==> src/rtl/dpi_timing_pkg.sv <==
package dpi_timing_pkg;

   // Position of a counter inside its scan period.
   typedef enum logic [1:0] {
      SEG_ACTIVE = 2'd0,
      SEG_FRONT  = 2'd1,
      SEG_SYNC   = 2'd2,
      SEG_BACK   = 2'd3
   } seg_e;

   // Width of a counter that must reach total-1, never below one bit.
   function automatic int unsigned span_width(input int unsigned total);
      return (total < 2) ? 1 : $clog2(total);
   endfunction

endpackage

==> src/rtl/dpi_axis_counter.sv <==
// Wrapping position counter for one scan axis. It exposes the value it
// will take after the current edge so that registered decodes can line up.
module dpi_axis_counter #(
   parameter int unsigned TOTAL = 520,
   parameter int unsigned W     = 10
) (
   input  logic         clk,
   input  logic         rst,
   input  logic         adv,
   output logic [W-1:0] cnt_q,
   output logic [W-1:0] cnt_nxt,
   output logic         at_last
);
   localparam logic [W-1:0] LAST = W'(TOTAL - 1);

   initial begin
      assert (TOTAL >= 2) else $error("axis period must be at least two");
      assert ((1 << W) >= TOTAL) else $error("axis counter too narrow");
   end

   always_comb begin
      at_last = (cnt_q == LAST);
      if (!adv)
         cnt_nxt = cnt_q;
      else if (at_last)
         cnt_nxt = '0;
      else
         cnt_nxt = cnt_q + 1'b1;
   end

   always_ff @(posedge clk) begin
      if (rst)
         cnt_q <= '0;
      else
         cnt_q <= cnt_nxt;
   end
endmodule

==> src/rtl/dpi_segment_decode.sv <==
// Maps a position on one axis to its segment: visible, front porch,
// sync, back porch, in that order.
module dpi_segment_decode
   import dpi_timing_pkg::*;
#(
   parameter int unsigned ACT  = 480,
   parameter int unsigned FP   = 24,
   parameter int unsigned SYN  = 8,
   parameter int unsigned BP   = 8,
   parameter int unsigned W    = 10
) (
   input  logic [W-1:0] pos,
   output seg_e         seg
);
   localparam int unsigned TOT = ACT + FP + SYN + BP;
   localparam logic [W-1:0] FP_START   = W'(ACT);
   localparam logic [W-1:0] SYN_START  = W'(ACT + FP);
   localparam logic [W-1:0] BP_START   = W'(ACT + FP + SYN);

   initial begin
      assert (ACT > 0 && SYN > 0) else $error("visible and sync spans must be non-empty");
      assert ((1 << W) >= TOT) else $error("segment decoder too narrow");
   end

   always_comb begin
      if (pos < FP_START)
         seg = SEG_ACTIVE;
      else if (pos < SYN_START)
         seg = SEG_FRONT;
      else if (pos < BP_START)
         seg = SEG_SYNC;
      else
         seg = SEG_BACK;
   end
endmodule

==> src/rtl/dpi_edge_launch.sv <==
// Retimes a rising-edge signal onto the edge the panel samples from.
module dpi_edge_launch #(
   parameter bit FALLING = 1'b1
) (
   input  logic clk,
   input  logic rst,
   input  logic d,
   output logic q
);
   generate
      if (FALLING) begin : g_fall
         logic q_r;
         always_ff @(negedge clk) begin
            if (rst)
               q_r <= 1'b0;
            else
               q_r <= d;
         end
         assign q = q_r;
      end else begin : g_rise
         assign q = d;
      end
   endgenerate
endmodule

==> src/rtl/dpi_frame_timer.sv <==
module dpi_frame_timer
   import dpi_timing_pkg::*;
#(
   parameter int unsigned H_ACTIVE        = 480,
   parameter int unsigned H_FRONT         = 24,
   parameter int unsigned H_SYNC          = 8,
   parameter int unsigned H_BACK          = 8,
   parameter int unsigned V_ACTIVE        = 640,
   parameter int unsigned V_FRONT         = 4,
   parameter int unsigned V_SYNC          = 2,
   parameter int unsigned V_BACK          = 2,
   parameter bit          SYNC_ACTIVE_LOW = 1'b1,
   parameter bit          DE_ON_FALLING   = 1'b1
) (
   input  logic clk,
   input  logic rst,
   input  logic en,
   output logic [span_width(H_ACTIVE+H_FRONT+H_SYNC+H_BACK)-1:0] pix_x,
   output logic [span_width(V_ACTIVE+V_FRONT+V_SYNC+V_BACK)-1:0] line_y,
   output logic hsync_n,
   output logic vsync_n,
   output logic de,
   output logic sof
);
   localparam int unsigned H_TOTAL = H_ACTIVE + H_FRONT + H_SYNC + H_BACK;
   localparam int unsigned V_TOTAL = V_ACTIVE + V_FRONT + V_SYNC + V_BACK;
   localparam int unsigned XW      = span_width(H_TOTAL);
   localparam int unsigned YW      = span_width(V_TOTAL);

   initial begin
      assert (H_ACTIVE > 0 && V_ACTIVE > 0) else $error("visible area must be non-empty");
      assert (H_SYNC > 0 && V_SYNC > 0) else $error("sync pulses must be non-empty");
      assert (H_TOTAL > 1) else $error("line must be longer than one clock");
   end

   // The first enabled edge after reset presents (0,0) without advancing.
   logic running;
   logic h_adv, v_adv;
   logic h_last, v_last;
   logic [XW-1:0] x_q, x_nxt;
   logic [YW-1:0] y_q, y_nxt;
   seg_e h_seg, v_seg;

   always_ff @(posedge clk) begin
      if (rst)
         running <= 1'b0;
      else if (en)
         running <= 1'b1;
   end

   assign h_adv = en & running;
   assign v_adv = h_adv & h_last;

   dpi_axis_counter #(.TOTAL(H_TOTAL), .W(XW)) u_hcnt (
      .clk     (clk),
      .rst     (rst),
      .adv     (h_adv),
      .cnt_q   (x_q),
      .cnt_nxt (x_nxt),
      .at_last (h_last)
   );

   dpi_axis_counter #(.TOTAL(V_TOTAL), .W(YW)) u_vcnt (
      .clk     (clk),
      .rst     (rst),
      .adv     (v_adv),
      .cnt_q   (y_q),
      .cnt_nxt (y_nxt),
      .at_last (v_last)
   );

   // Decode the upcoming position so registered outputs meet the counters.
   dpi_segment_decode #(.ACT(H_ACTIVE), .FP(H_FRONT), .SYN(H_SYNC), .BP(H_BACK), .W(XW)) u_hdec (
      .pos (x_nxt),
      .seg (h_seg)
   );

   dpi_segment_decode #(.ACT(V_ACTIVE), .FP(V_FRONT), .SYN(V_SYNC), .BP(V_BACK), .W(YW)) u_vdec (
      .pos (y_nxt),
      .seg (v_seg)
   );

   logic hs_act, vs_act, de_rise, sof_q;
   logic origin_nxt;

   assign origin_nxt = (x_nxt == '0) && (y_nxt == '0);

   always_ff @(posedge clk) begin
      if (rst) begin
         hs_act  <= 1'b0;
         vs_act  <= 1'b0;
         de_rise <= 1'b0;
         sof_q   <= 1'b0;
      end else if (en) begin
         hs_act  <= (h_seg == SEG_SYNC);
         vs_act  <= (v_seg == SEG_SYNC);
         de_rise <= (h_seg == SEG_ACTIVE) && (v_seg == SEG_ACTIVE);
         sof_q   <= origin_nxt && !(running && !h_adv);
      end else begin
         sof_q   <= 1'b0;
      end
   end

   generate
      if (SYNC_ACTIVE_LOW) begin : g_sync_low
         assign hsync_n = ~hs_act;
         assign vsync_n = ~vs_act;
      end else begin : g_sync_high
         assign hsync_n = hs_act;
         assign vsync_n = vs_act;
      end
   endgenerate

   dpi_edge_launch #(.FALLING(DE_ON_FALLING)) u_de_launch (
      .clk (clk),
      .rst (rst),
      .d   (de_rise),
      .q   (de)
   );

   assign pix_x  = x_q;
   assign line_y = y_q;
   assign sof    = sof_q;

   // The vertical wrap flag only matters to the counter itself.
   logic unused_v_last;
   assign unused_v_last = v_last;
endmodule

==> config.mk <==
export PLATFORM = sky130hd
export DESIGN_NAME = dpi_frame_timer
export DESIGN_NICKNAME = d
export VERILOG_FILES = /design/src/rtl/dpi_timing_pkg.sv /design/src/rtl/dpi_axis_counter.sv /design/src/rtl/dpi_segment_decode.sv /design/src/rtl/dpi_edge_launch.sv /design/src/rtl/dpi_frame_timer.sv
export SDC_FILE = /design/constraint.sdc
export NUM_CORES = 1
export LEC_CHECK = 0
export CAP_MARGIN = 25
export CORE_MARGIN = 2
export CORE_UTILIZATION = 40
export CTS_CLUSTER_SIZE = 20
export DETAILED_ROUTE_END_ITERATION = 10
export DONT_BUFFER_PORTS = 1
export GPL_ROUTABILITY_DRIVEN = 0
export PLACE_DENSITY = 0.57
export SLEW_MARGIN = 20
export SYNTH_ARGS = -nofsm -noshare
export SYNTH_HDL_FRONTEND = slang
export SYNTH_SLANG_ARGS = --single-unit
==> constraint.sdc <==
create_clock -name clk -period 2.54 [get_ports clk]
set_clock_uncertainty 0.1 [all_clocks]
set_input_delay 0.508 -clock clk [delete_from_list [all_inputs] [get_ports clk]]
set_output_delay 0.508 -clock clk [all_outputs]
set_load 0.03 [all_outputs]
* Yosys cells after proc, flatten, opt, wreduce, memory -nomap -nowiden
Cells that the tools add are included.
** Word-level totals
- Output and inout bits :: 24
- Bits of input ports :: 3
- Logic and storage cells :: 46
- Bits in registers :: 26
** Operators by class
- Magnitude comparators :: 6
- Mux-type cells :: 10
- Equality and inequality tests :: 4
- Reduce and logical (&&, ||, !) cells :: 11
- Bitwise operators :: 5
- Add/sub/neg operators :: 2
** Operator list (count)
- $lt A10 B10 Y1 const B :: 4
- $mux W10 :: 4
- $add A10 B1 Y10 const B :: 2
- $eq A10 B10 Y1 const B :: 2
- $logic_not A10 Y1 :: 2
- $lt A10 B9 Y1 const B :: 2
- $mux W2 :: 4
- $eq A2 B2 Y1 const B :: 2
- $logic_and A1 B1 Y1 :: 4
- $logic_not A2 Y1 :: 2
- $not A1 Y1 :: 3
- $and A1 B1 Y1 :: 2
- $logic_not A1 Y1 :: 2
- $mux W1 :: 2
- $reduce_or A2 Y1 :: 1

* Logic depth before layout (Yosys ltp)
- Word-level depth :: 9
- Gate-level depth with buffers :: 9
- Mapped depth without buffers :: 7

* Modules after synthesis
Synthesis repeated with hierarchy kept, for this count alone.
** Second synthesis, totals
- Cell total of the unflattened synthesis :: 172
- Area total of the unflattened synthesis :: 1466.4 sq um
** By module, submodules not included
- dpi_axis_counter at u_vcnt :: sequential area each 200.2 sq um, instances 1, cells each 66, area each 564.3 sq um
- dpi_axis_counter at u_hcnt :: sequential area each 200.2 sq um, instances 1, cells each 65, area each 549.3 sq um
- dpi_frame_timer :: sequential area each 100.1 sq um, instances 1, cells each 28, area each 242.7 sq um
- dpi_segment_decode at u_vdec :: sequential area each 0.0 sq um, instances 1, cells each 6, area each 40.0 sq um
- dpi_edge_launch :: sequential area each 20.0 sq um, instances 1, cells each 3, area each 37.5 sq um
- dpi_segment_decode at u_hdec :: sequential area each 0.0 sq um, instances 1, cells each 4, area each 32.5 sq um

==> run_results.csv <==
group,metric,value,unit
outcome,outcome,"finished, violations left",
outcome,violations,"negative setup slack",
worst_setup_path,critPathMaxFanout,1,
logic_synthesis,yosysTopAreaCell,"dfxtp_1",
run,maxCapViolCount,0,
finish,nets,209,
pwr,p_per_area,410,nW/µm²
pwr,cellInternalPower,0.000567,W
finish,drive_gt1_share,15.8,%
drt,vias,1403,
logic_synthesis,ys_ff_latch,26,
clocking,clk_latency,270,ps
finish,diodes,0,
drt,wl_met2,1740,µm
finish,regArea,524,µm²
finish,multi_input_area,942,µm²
drt,dr_wl_met3,282,µm
floorplanning,die_width,66.4,µm
logic_synthesis,ys_seq_area_share,33.5,%
logic_synthesis,syn_inst,191,
logic_synthesis,synth_area_leaders,"dfxtp_1, nor2_1, xnor2_1",
sta,finalWorstSetupSlack,-49.7,ps
floorplanning,ios,27,
pwr,seqPwrFrac,58.4,%
drt,wl_met1,1720,µm
logic_synthesis,yosys.cell_count.top_type,"dfxtp_1",
placement,dp_hpwl,2860,µm
hold_path,hold_class,"in2reg",
grt,antenna_found_initial,0,
grt,grt_max_degree,23,
logic_synthesis,netlist_area,1560,µm²
clocking,cts.sinks,26,
sta,rsz0062_at_grt,"true",
pwr,p_switching,0.000150,W
worst_setup_path,end_kind,"output pin",
placement,dp_slack,185,ps
finish,synthToLayoutAreaGrowth,12.6,%
clocking,cts_hold_buffers,0,
drt,drt-wirelength-per-cell,15.0,µm
sta,drv_slew,0,
logic_synthesis,synthTopCellsByCount,"dfxtp_1, nor2_1, nand2_1, a21oi_1, nand3_1",
floorplanning,initial_utilization,42.2,%
finish,fill_cells,370,
floorplanning,std_cell_rows,22,
logic_synthesis,synthesis.nets,196,
clocking,cts-buffers-inserted,3,
floorplanning,die_y,66.4,µm
worst_setup_path,crit_type,"reg2out",
logic_synthesis,synth_edf_count,0,
grt,gr-usage-all-layers,18.8,%
logic_synthesis,synth.distinct_cells,47,
drt,remaining_drc_errors,0,
logic_synthesis,avgSynthCellArea,8.14,µm²
grt,grt_pass1_vias,1338,
logic_synthesis,synth_top_area_share,33.5,%
pwr,p_total,0.000717,W
grt,overflow,0,
sta,finalHoldViolations,0,
drt,wl,3770,µm
logic_synthesis,async_flop_share,0,%
logic_synthesis,ys.flop_type,"dfxtp_1",
drt,maxUsedRoutingLayer,"met4",
pwr,p_clk_share,37.1,%
floorplanning,core,3690,µm²
pwr,pwr-share-comb,4.4,%
sta,slew_headroom,67.3,%
drt,vias_per_cell,5.59,
worst_setup_path,cp.required,1930,ps
drt,first_pass_iters,4,
logic_synthesis,ys_warn_count,0,
drt,drt-initial-drc-count,95,
clocking,clock_path_buffers,2,
placement,io_buffers,0,
pwr,vdd.ir_drop.worst,0.319,mV
clocking,cts_tree,"yes",
pwr,power_leakage,0.651,nW
sta,hold_slack,197,ps
clocking,htree_levels,1,
floorplanning,dieArea,4400,µm²
clocking,root_buffer,"clkbuf_8",
drt,ant_nets,0,
worst_setup_path,cp-start-kind,"register",
sta,setup_viol,1,
grt,grt_pass1_wl,6410,µm
sta,worst_slew_pin_slew,486,ps
clocking,cts.clk_slew.worst_paths,90,ps
worst_setup_path,critPathArrivalTime,1980,ps
pwr,swShare,20.9,%
## power by group through the flow
stage | clock [W] | sequential, W | combinational, W
final | 0.000266 | 0.000419 | 0.0000319
after global routing | 0.000295 | 0.000420 | 0.0000350
after CTS | 0.000275 | 0.000419 | 0.0000315
after detailed placement | 0.00000493 | 0.000429 | 0.0000314
after global placement | 0.00000493 | 0.000429 | 0.0000298
after floorplan | 0.00000493 | 0.000432 | 0.0000256
## cell usage in the layout, fill, tap and decap left out, types with 2 or more instances in the layout
cell type | Yosys | routed
nor4_1 | 2 | 2
nor2_1 | 23 | 23
nand4_1 | 10 | 10
and4_1 | 3 | 3
nor3_1 | 7 | 7
a21oi_1 | 11 | 11
nand3_1 | 11 | 11
nand2b_1 | 5 | 5
and3_1 | 3 | 3
inv_1 | 5 | 5
nand2_1 | 12 | 12
mux2i_1 | 2 | 2
xor2_1 | 6 | 6
clkbuf_8 | 0 | 4
buf_4 | 0 | 20
dfxtp_1 | 26 | 25
o21ai_0 | 3 | 3
o22ai_1 | 2 | 2
o21ai_1 | 2 | 2
ha_1 | 2 | 2
a21boi_1 | 3 | 3
or3_1 | 2 | 2
xnor2_1 | 9 | 9
nand3b_1 | 3 | 3
nor3b_1 | 3 | 3
nand4b_1 | 3 | 3
nor2b_1 | 4 | 4
## what timing repair did
action                     4_1_cts  5_1_grt
pin swaps                        0        0
setup endpoints to repair        1        1
setup buffers                    0        0
resized for setup                2        0
cloned                           0        0
## registers in the layout, indices dropped and copies added, names as in the netlist
register and count:
vs_act 1, u_vcnt.cnt_q 10, running 1, u_hcnt.cnt_q 10
u_de_launch.q 1, hs_act 1, de_rise 1, sof 1
## worst paths after layout
path / start / endpoint / slack (ps) / depth (start not counted)
min reg2reg: hs_act / hs_act / 370 / 2
max: u_de_launch.q / de / -50 / 0
min: rst / hs_act / 200 / 1
max reg2reg: u_hcnt.cnt_q[1] / sof / 230 / 7
## area by class of cell
class                           count  share of cell area [%]
Multi-Input combinational cell    148                    53.8
Timing Repair Buffer               20                    8.58
Clock inverter                      1                   0.214
Clock buffer                        4                    3.15
Tap cell                           48                    3.43
Sequential cell                    26                    29.9
Inverter                            4                   0.858
## metrics by stage
step / std cells / area (µm²) / TNS (ps) / util (%)
after floorplan: 191 / 1560 / 0 / -
after global placement: 247 / 1690 / 0 / 45.9
after detailed placement: 247 / 1690 / 0 / 45.9
after global routing: 251 / 1750 / -94.3 / 47.5
final: 251 / 1750 / -49.7 / 47.5
after CTS: 251 / 1750 / -58.3 / 47.5
## routing by layer
| layer | global-route usage, % | vias to the layer above |
|---|---|---|
| li1 | - | 700 |
| met1 | 26.1 | 654 |
| met2 | 29.3 | 47 |
| met3 | 4.94 | 2 |
| met4 | 3.83 | 0 |
| met5 | 0 | - |
## cell families after synthesis
kind of cell / Yosys count / synth area share (%)
fa+ha+maj: 2 / 1.61
xor+xnor: 15 / 8.45
buf+inv: 17 / 5.95
simple gates: 99 / 36.7
compound gates: 29 / 11.6
flops: 26 / 33.5
mux: 3 / 2.25
(Power assumes the default switching activity.)
